<file path="src/rtl/mac_pkg.sv">
package mac_pkg;
  localparam int HALF_W = 16;

  typedef struct packed {
    logic              vld;
    logic              hi;
    logic [HALF_W-1:0] bits;
  } phase_t;
endpackage

</file>
<file path="src/rtl/mac_phase_sense.sv">
module mac_phase_sense
  import mac_pkg::*;
(
  input  logic              clk,
  input  logic              rst_n,
  input  logic              mode_async,
  input  logic              adv_n,
  input  logic              oe_n,
  input  logic [HALF_W-1:0] ad_in,
  output phase_t            ph
);
  logic              adv_q, adv_d;
  logic              hold_hi_q, hold_hi_d;
  logic [HALF_W-1:0] hold_bits_q, hold_bits_d;
  logic              hold_en;

  assign hold_en = ~adv_n;

  always_comb begin
    adv_d       = adv_n;
    hold_hi_d   = hold_en ? ~oe_n : hold_hi_q;
    hold_bits_d = hold_en ? ad_in : hold_bits_q;
  end

  always_ff @(posedge clk or negedge rst_n) begin
    if (!rst_n) begin
      adv_q       <= 1'b1;
      hold_hi_q   <= 1'b0;
      hold_bits_q <= '0;
    end else begin
      adv_q       <= adv_d;
      hold_hi_q   <= hold_hi_d;
      hold_bits_q <= hold_bits_d;
    end
  end

  always_comb begin
    if (mode_async) begin
      ph.vld  = ~adv_q & adv_n;
      ph.hi   = hold_hi_q;
      ph.bits = hold_bits_q;
    end else begin
      ph.vld  = ~adv_n;
      ph.hi   = ~oe_n;
      ph.bits = ad_in;
    end
  end
endmodule

</file>
<file path="src/rtl/mac_burst_ctrl.sv">
module mac_burst_ctrl #(
  parameter int BURST_LEN = 4
) (
  input  logic clk,
  input  logic rst_n,
  input  logic ph_vld,
  input  logic ph_hi,
  output logic accept,
  output logic burst_active,
  output logic term_flag
);
  localparam int CNT_W = $clog2(BURST_LEN + 1);

  logic [CNT_W-1:0] cnt_q, cnt_d;
  logic             flag_q, flag_d;
  logic             active, blocked, last;

  assign active  = (cnt_q != '0);
  assign blocked = active & flag_q;
  assign accept  = ph_vld & ~blocked;
  assign last    = (cnt_q == CNT_W'(1));

  always_comb begin
    cnt_d  = cnt_q;
    flag_d = flag_q;
    if (accept && !ph_hi)      cnt_d = CNT_W'(BURST_LEN);
    else if (accept && active) cnt_d = '0;
    else if (active)           cnt_d = cnt_q - CNT_W'(1);

    if (accept && active)      flag_d = 1'b1;
    else if (last)             flag_d = 1'b0;
  end

  always_ff @(posedge clk or negedge rst_n) begin
    if (!rst_n) begin
      cnt_q  <= '0;
      flag_q <= 1'b0;
    end else begin
      cnt_q  <= cnt_d;
      flag_q <= flag_d;
    end
  end

  assign burst_active = active;
  assign term_flag    = flag_q;
endmodule

</file>
<file path="src/rtl/mac_addr_join.sv">
module mac_addr_join
  import mac_pkg::*;
(
  input  logic                clk,
  input  logic                rst_n,
  input  logic                accept,
  input  logic                ph_hi,
  input  logic [HALF_W-1:0]   ph_bits,
  output logic                rd_start,
  output logic [2*HALF_W-1:0] rd_addr
);
  logic [HALF_W-1:0]   upper_q, upper_d;
  logic                start_q, start_d;
  logic [2*HALF_W-1:0] addr_q, addr_d;

  always_comb begin
    upper_d = (accept && ph_hi) ? ph_bits : upper_q;
    start_d = accept & ~ph_hi;
    addr_d  = start_d ? {upper_q, ph_bits} : addr_q;
  end

  always_ff @(posedge clk or negedge rst_n) begin
    if (!rst_n) begin
      upper_q <= '0;
      start_q <= 1'b0;
      addr_q  <= '0;
    end else begin
      upper_q <= upper_d;
      start_q <= start_d;
      addr_q  <= addr_d;
    end
  end

  assign rd_start = start_q;
  assign rd_addr  = addr_q;
endmodule

</file>
<file path="src/rtl/mac_capture_top.sv">
module mac_capture_top
  import mac_pkg::*;
#(
  parameter int BURST_LEN = 4
) (
  input  logic                clk,
  input  logic                rst_n,
  input  logic                cfg_we,
  input  logic                cfg_async,
  input  logic                adv_n,
  input  logic                oe_n,
  input  logic [HALF_W-1:0]   ad_in,
  output logic                rd_start,
  output logic [2*HALF_W-1:0] rd_addr,
  output logic                burst_active,
  output logic                term_flag
);
  logic [1:0] rst_pipe;
  logic       rst_int_n;
  logic       mode_q, mode_d;
  phase_t     ph;
  logic       accept;

  always_ff @(posedge clk or negedge rst_n) begin
    if (!rst_n) rst_pipe <= 2'b00;
    else        rst_pipe <= {rst_pipe[0], 1'b1};
  end
  assign rst_int_n = rst_pipe[1];

  always_comb mode_d = cfg_we ? cfg_async : mode_q;

  always_ff @(posedge clk or negedge rst_int_n) begin
    if (!rst_int_n) mode_q <= 1'b0;
    else            mode_q <= mode_d;
  end

  mac_phase_sense u_sense (
    .clk(clk), .rst_n(rst_int_n), .mode_async(mode_q),
    .adv_n(adv_n), .oe_n(oe_n), .ad_in(ad_in), .ph(ph)
  );

  mac_burst_ctrl #(.BURST_LEN(BURST_LEN)) u_burst (
    .clk(clk), .rst_n(rst_int_n), .ph_vld(ph.vld), .ph_hi(ph.hi),
    .accept(accept), .burst_active(burst_active), .term_flag(term_flag)
  );

  mac_addr_join u_join (
    .clk(clk), .rst_n(rst_int_n), .accept(accept), .ph_hi(ph.hi),
    .ph_bits(ph.bits), .rd_start(rd_start), .rd_addr(rd_addr)
  );
endmodule

</file>
<file path="config.mk">
export PLATFORM = sky130hd
export DESIGN_NAME = mac_capture_top
export DESIGN_NICKNAME = d
export VERILOG_FILES = /design/src/rtl/mac_pkg.sv /design/src/rtl/mac_phase_sense.sv /design/src/rtl/mac_burst_ctrl.sv /design/src/rtl/mac_addr_join.sv /design/src/rtl/mac_capture_top.sv
export SDC_FILE = /design/constraint.sdc
export NUM_CORES = 1
export LEC_CHECK = 0
export BUFFER_PORTS_ARGS = -buffer_cell sky130_fd_sc_hd__buf_2
export CORE_ASPECT_RATIO = 1.75
export CORE_UTILIZATION = 45
export CTS_BUF_LIST = sky130_fd_sc_hd__clkbuf_8 sky130_fd_sc_hd__clkbuf_16
export DETAILED_ROUTE_END_ITERATION = 16
export GPL_TIMING_DRIVEN = 0
export PLACE_DENSITY = 0.68
export SYNTH_ARGS = -nofsm -noshare
export SYNTH_HDL_FRONTEND = slang
export SYNTH_SLANG_ARGS = --single-unit
</file>
<file path="constraint.sdc">
create_clock -name clk -period 3.25 [get_ports clk]
set_clock_uncertainty 0.2 [all_clocks]
set_input_delay 0.1625 -clock clk [delete_from_list [all_inputs] [get_ports clk]]
set_output_delay 0.1625 -clock clk [all_outputs]
set_load 0.005 [all_outputs]
</file>
* Word level (Yosys, flattened, before mapping) *
Cells that the tools add are included.

storage, ports and cells
  logic and storage cells = 34
  register bits after elaboration = 74

cells by class
  bitwise logic cells = 9
  reduce and logical (&&, ||, !) cells = 7
  add/subtract/negate cells = 1
  mux-type cells = 6
  eq/ne operators = 1

operators by type and width
  operator                                                                count
  18-bit two-way mux                                                      1
  3-bit two-way mux                                                       3
  3-bit nonzero test                                                      2
  1-bit inverter                                                          5
  1-bit AND                                                               4
  3-bit by 1-bit equality test with 1-bit output (second input constant)  1
  1-bit logical AND                                                       3
  3-bit by 1-bit subtractor with 3-bit output (second input constant)     1
  1-bit two-way mux                                                       2
  2-bit nonzero test                                                      1
  1-bit zero test                                                         1

* Longest topological paths before layout *
  depth after elaboration = 7
  depth in mapped cells = 10

* Modules after synthesis *
From an unflattened synthesis, not the netlist that was laid out.

unflattened totals
  cells, all modules = 196
  area, all modules = 3,364.5 µm²

by module, submodules not included
  module           area an instance (µm²)  seq. area each (µm²)  cells an instance  times used
  mac_addr_join    1,978.1                 1,226.2               104                1
  mac_phase_sense  1,007.2                 451.7                 60                 1
  mac_burst_ctrl   285.3                   100.1                 27                 1
  mac_capture_top  93.8                    75.1                  5                  1

* Worst setup path after synthesis *
OpenSTA, ideal clock, no wires.

  path type = register to register
  from = register u_burst.cnt_q[0]
  to = register u_join.upper_q[10]
  cell stages (with the launch flop) = 10
  arrival = 1.826 ns
  path buffers = 2
  setup slack = 1.147 ns
  clock period less this slack = 2.103 ns
  data required time = 2.973 ns
  cells stage by stage = dfrtp_1 -> inv_1 -> ha_1 -> nor2b_1 -> buf_2 -> inv_2 -> a222oi_1 -> buf_2 -> nor2_1 -> a21oi_1

on the way
  longest elaborated chain between the ends = 5

RTL lines
  item                    RTL line               RTL
  start, declared         mac_burst_ctrl.sv:14   logic [CNT_W-1:0] cnt_q, cnt_d;
  start signal, assigned  mac_burst_ctrl.sv:39   cnt_q <= cnt_d;
  3-bit nonzero test      mac_burst_ctrl.sv:18   assign active = (cnt_q != '0);
  named net burst_active  mac_capture_top.sv:15  output logic burst_active,
  1-bit AND               mac_burst_ctrl.sv:19   assign blocked = active & flag_q;
  1-bit inverter          mac_burst_ctrl.sv:20   assign accept = ph_vld & ~blocked;
  1-bit AND               mac_burst_ctrl.sv:20
  1-bit logical AND       mac_addr_join.sv:17    upper_d = (accept && ph_hi) ? ph_bits : upper_q;
  end signal, assigned    mac_addr_join.sv:28    upper_q <= upper_d;
  end, declared           mac_addr_join.sv:12    logic [HALF_W-1:0] upper_q, upper_d;

The timed path passes the listed nets, and every way through them passes these cells.
A chain may end at the register's enable or synchronous reset.

* Worst setup path in the final report *
  from = register u_burst.cnt_q[0]
  to = register u_join.upper_q[10]

on the way
  longest elaborated chain between the ends = 5

RTL lines
  item                RTL line
  3-bit nonzero test  mac_burst_ctrl.sv:18
  1-bit AND           mac_burst_ctrl.sv:19
  1-bit inverter      mac_burst_ctrl.sv:20
  1-bit AND           mac_burst_ctrl.sv:20
  1-bit logical AND   mac_addr_join.sv:17

Every way passes these cells.

==> key figures <==
Setup path
  – R2r endpoint: u_join.upper_q[10]
  – R2R depth: 9
  – Required @ worst endpoint: 3.32 ns
  – Crit Path Class: reg -> reg
  – Buf/Inv on CP: 4
  – CP endpoint kind: flip-flop
  – CP max FO: 10
  – R2R setup slack: 0.70 ns
  – Worst path max stage delay: 0.68 ns
  – CP top delay family: compound AO/OA/AOI/OAI gates
  – Critical path, cell by cell: inv_1, ha_1, nor2b_1, buf_2, inv_2, a222oi_1, buf_2, nor2_1, a21oi_1
  – Crit path DAT: 2.61 ns
  – Worst flop-to-flop path startpoint: u_burst.cnt_q[0]
  – Slowest stage cell on the critical path: a222oi_1
  – Worst setup SP type: flip-flop
  – Cell mode on critical path: buf_2

Power
  – Total power: 2930 uW
  – Int Pwr: 2040 uW
  – PwrDens: 787 nW/um^2
  – Leakage power: 0.00177 uW
  – VDD IR-drop max: 336 uV
  – Switching part of the total: 0.304
  – Psw: 891 uW
  – Flop pwr share: 0.502
  – Comb power frac: 0.277
  – Clk pwr share: 0.222

Synthesis
  – Synth Area in XOR/XNOR: 0
  – Post-Syn Area: 2940 sq um
  – Unique masters post-synth: 29
  – Post-synthesis sequential area ratio: 0.631
  – Synth Register Bits: 74
  – YS warnings: 0
  – Compound-gate portion of the synthesized area: 0.0793
  – Net count of the mapped netlist: 258
  – Simple-gate share of the synthesized area: 0.0673
  – Asr flop ratio synth: 1.00
  – Number of synthesized flops with an enable pin: 0
  – Cells after synthesis: 233
  – Most used DFF post-synth: dfrtp_1
  – Multiplexer share of the synthesized area: 0.181
  – Adder-cell share of the synthesized area: 0.0128
  – Mean Syn Cell Area: 12.6 sq um
  – Combinational family with the most area after synthesis: multiplexers

Finish
  – Ant. Diodes: 0
  – Synth-to-Final Area Change: 26.8%
  – Most frequent cells in the layout: dfrtp_1 (72), buf_2 (62), mux2_2 (33)
  – Most common cell after layout, fill and taps aside: dfrtp_1
  – Nets: 347
  – Share of layout cells above drive strength 1: 0.349

STA
  – RSZ-0062 raised after global routing: no
  – Final slew viol count: 0
  – Hold Fails Final Rpt: 0
  – Tcrit/Tclk final: 0.784
  – Setup TNS: 0 ns
  – Hold Slack: 0.161 ns
  – Max Fclk: 392 MHz
  – Worst slew pin tran: 0.901 ns
  – Minimum clock period after layout: 2.55 ns
  – Setup-failing EPs final: 0
  – Slew HR: 0.399

Detailed routing
  – DR DRC count: 0
  – Vias per cell: 4.98
  – Number of DRC markers in iteration 0: 159
  – First-pass detailed-route iteration total: 5
  – Total routed wirelength: 6060 microns
  – Final ANT Viol Nets: 0
  – Via count: 2027
  – Routed WL per cell: 14.9 microns

Hold path
  – Hold Crit Depth: 0
  – Hold path startpoint: rst_pipe[0]
  – Hold WC Path Type: reg -> reg
  – Worst hold path endpoint: rst_pipe[1]

CTS
  – Clk sinks: 74
  – Post-CTS setup buffer count: 0
  – Clock buffer count from CTS: 9
  – Clk_lat worst skew: 0.34 ns
  – Post-CTS Resized: 0
  – Clk slew on worst S/H paths: 0.07 ns
  – H-tree levels: 3
  – TritonCTS clock tree: yes
  – Buffer depth of the longest clock path: 2
  – Clock root buffer: clkbuf_8

Die
  – Die W: 63.1 microns
  – Die area: 6860 sq um
  – Core ar.: 6230 sq um
  – Chip Height: 109 microns
  – IO Pins: 57
  – Row cnt: 38
  – Initial Util: 0.471

Status
  – Run status: finished clean

Global routing
  – Grt ovf: 0
  – First-pass GRT wire length: 9960 microns
  – Vias in the first global route: 2068
  – Antenna violations before repair: 0
  – GR Util All Layers: 0.196
  – Pin count of the biggest net entering global routing: 73

Placement
  – RePlAce Congestion: 0.755
  – Post-detail-place hpwl: 4100 microns
  – Port Buffers: 56

Run
  – Max-Cap Viols: 0
-- power groups by stage --
stage | combinational, uW | clock (uW) | sequential (uW)
after detailed placement | 799 | 0 | 1490
after floorplan | 463 | 0 | 1470
after global routing | 909 | 702 | 1520
after CTS | 823 | 662 | 1470
after global placement | 773 | 0 | 1480
final | 811 | 649 | 1470
-- synth_stat cells, types with 2 or more instances --
| cell type | count | area [sq um] |
|---|---|---|
| dfrtp_1 | 73 | 1830 |
| mux2_2 | 33 | 372 |
| nor2_1 | 18 | 67.6 |
| mux2i_1 | 16 | 160 |
| clkbuf_1 | 4 | 15.0 |
| o2bb2ai_1 | 2 | 17.5 |
| buf_2 | 6 | 30.0 |
| nand3_1 | 2 | 10.0 |
| a21oi_1 | 18 | 90.1 |
| o31ai_1 | 2 | 15.0 |
| inv_1 | 4 | 15.0 |
| ha_1 | 3 | 37.5 |
| nand2_1 | 19 | 71.3 |
| buf_1 | 2 | 7.51 |
| o21ai_0 | 17 | 85.1 |
-- timing repair --
item,in CTS,in global routing
setup endpoints to repair,0,0
hold buffers,22,0
endpoints found under the hold margin,48,0
-- stage by stage --
stage / setup slack, ns / area, sq um / util / instances
after floorplan: 0.838 / 2940 / - / 233
after global placement: 0.0947 / 3320 / 0.532 / 369
after detailed placement: 0.716 / 3320 / 0.533 / 369
after CTS: 0.673 / 3720 / 0.598 / 407
after global routing: 0.523 / 3720 / 0.598 / 407
final: 0.702 / 3720 / 0.598 / 407
-- how the worst max path moves through the flow --
| stage | start | end | slack [ns] | cells after the start |
|---|---|---|---|---|
| 3_3_place_gp | rst_pipe[1] | u_burst.cnt_q[1] | 0.09 | 0 |
| 6_report | u_burst.cnt_q[0] | u_join.upper_q[10] | 0.70 | 9 |
| 3_5_place_dp | u_burst.cnt_q[0] | u_join.upper_q[9] | 0.72 | 9 |
| 4_1_cts | u_burst.cnt_q[0] | u_join.upper_q[1] | 0.67 | 9 |
| 2_1_floorplan | rst_pipe[1] | mode_q | 0.84 | 0 |
| 5_1_grt | u_burst.cnt_q[0] | u_join.upper_q[9] | 0.52 | 9 |
-- flip-flops by register name, summed over array words and instances (netlist names) --
| name | cells |
|---|---|
| u_burst.term_flag | 1 |
| rst_pipe | 2 |
| u_sense.hold_bits_q | 16 |
| u_burst.cnt_q | 3 |
| u_join.upper_q | 16 |
| mode_q | 1 |
| u_sense.hold_hi_q | 1 |
| u_join.rd_addr | 32 |
| u_join.rd_start | 1 |
| u_sense.adv_q | 1 |
-- routing by layer --
metal  global-route usage  up-vias  wire length [microns]
met4               0.0897        0                     97
li1                     -      980                      -
met5                    0        -                      0
met3               0.0544        6                    195
met2                0.336       48                   3280
met1                0.226      993                   2490
-- worst register-to-register path, cell delays in order, from the launching register on --
cell      delay [ns]
dfrtp_1         0.41
inv_1           0.09
ha_1            0.16
nor2b_1         0.11
buf_2           0.18
inv_2           0.07
a222oi_1        0.68
buf_2           0.37
nor2_1          0.07
a21oi_1         0.12
-- kinds of logic (layout without fill, tap and decap cells) --
logic type	count (synthesis)	count (layout)
other cells	1	1
compound gates	42	42
mux	49	49
simple gates	46	46
fa+ha+maj	3	3
flops	74	74
buf+inv	18	112
-- cell type report --
| class | instances | area (sq um) |
|---|---|---|
| inverter | 5 | 18.8 |
| buffer | 13 | 60.1 |
| sequential | 74 | 1860 |
| multi-input combinational | 141 | 1000 |
| clock inverter | 4 | 17.5 |
| timing repair buffer | 78 | 500 |
| tap | 80 | 100 |
| fill | 541 | 2510 |
| clock buffer | 12 | 165 |
(Power assumes the default switching activity.)
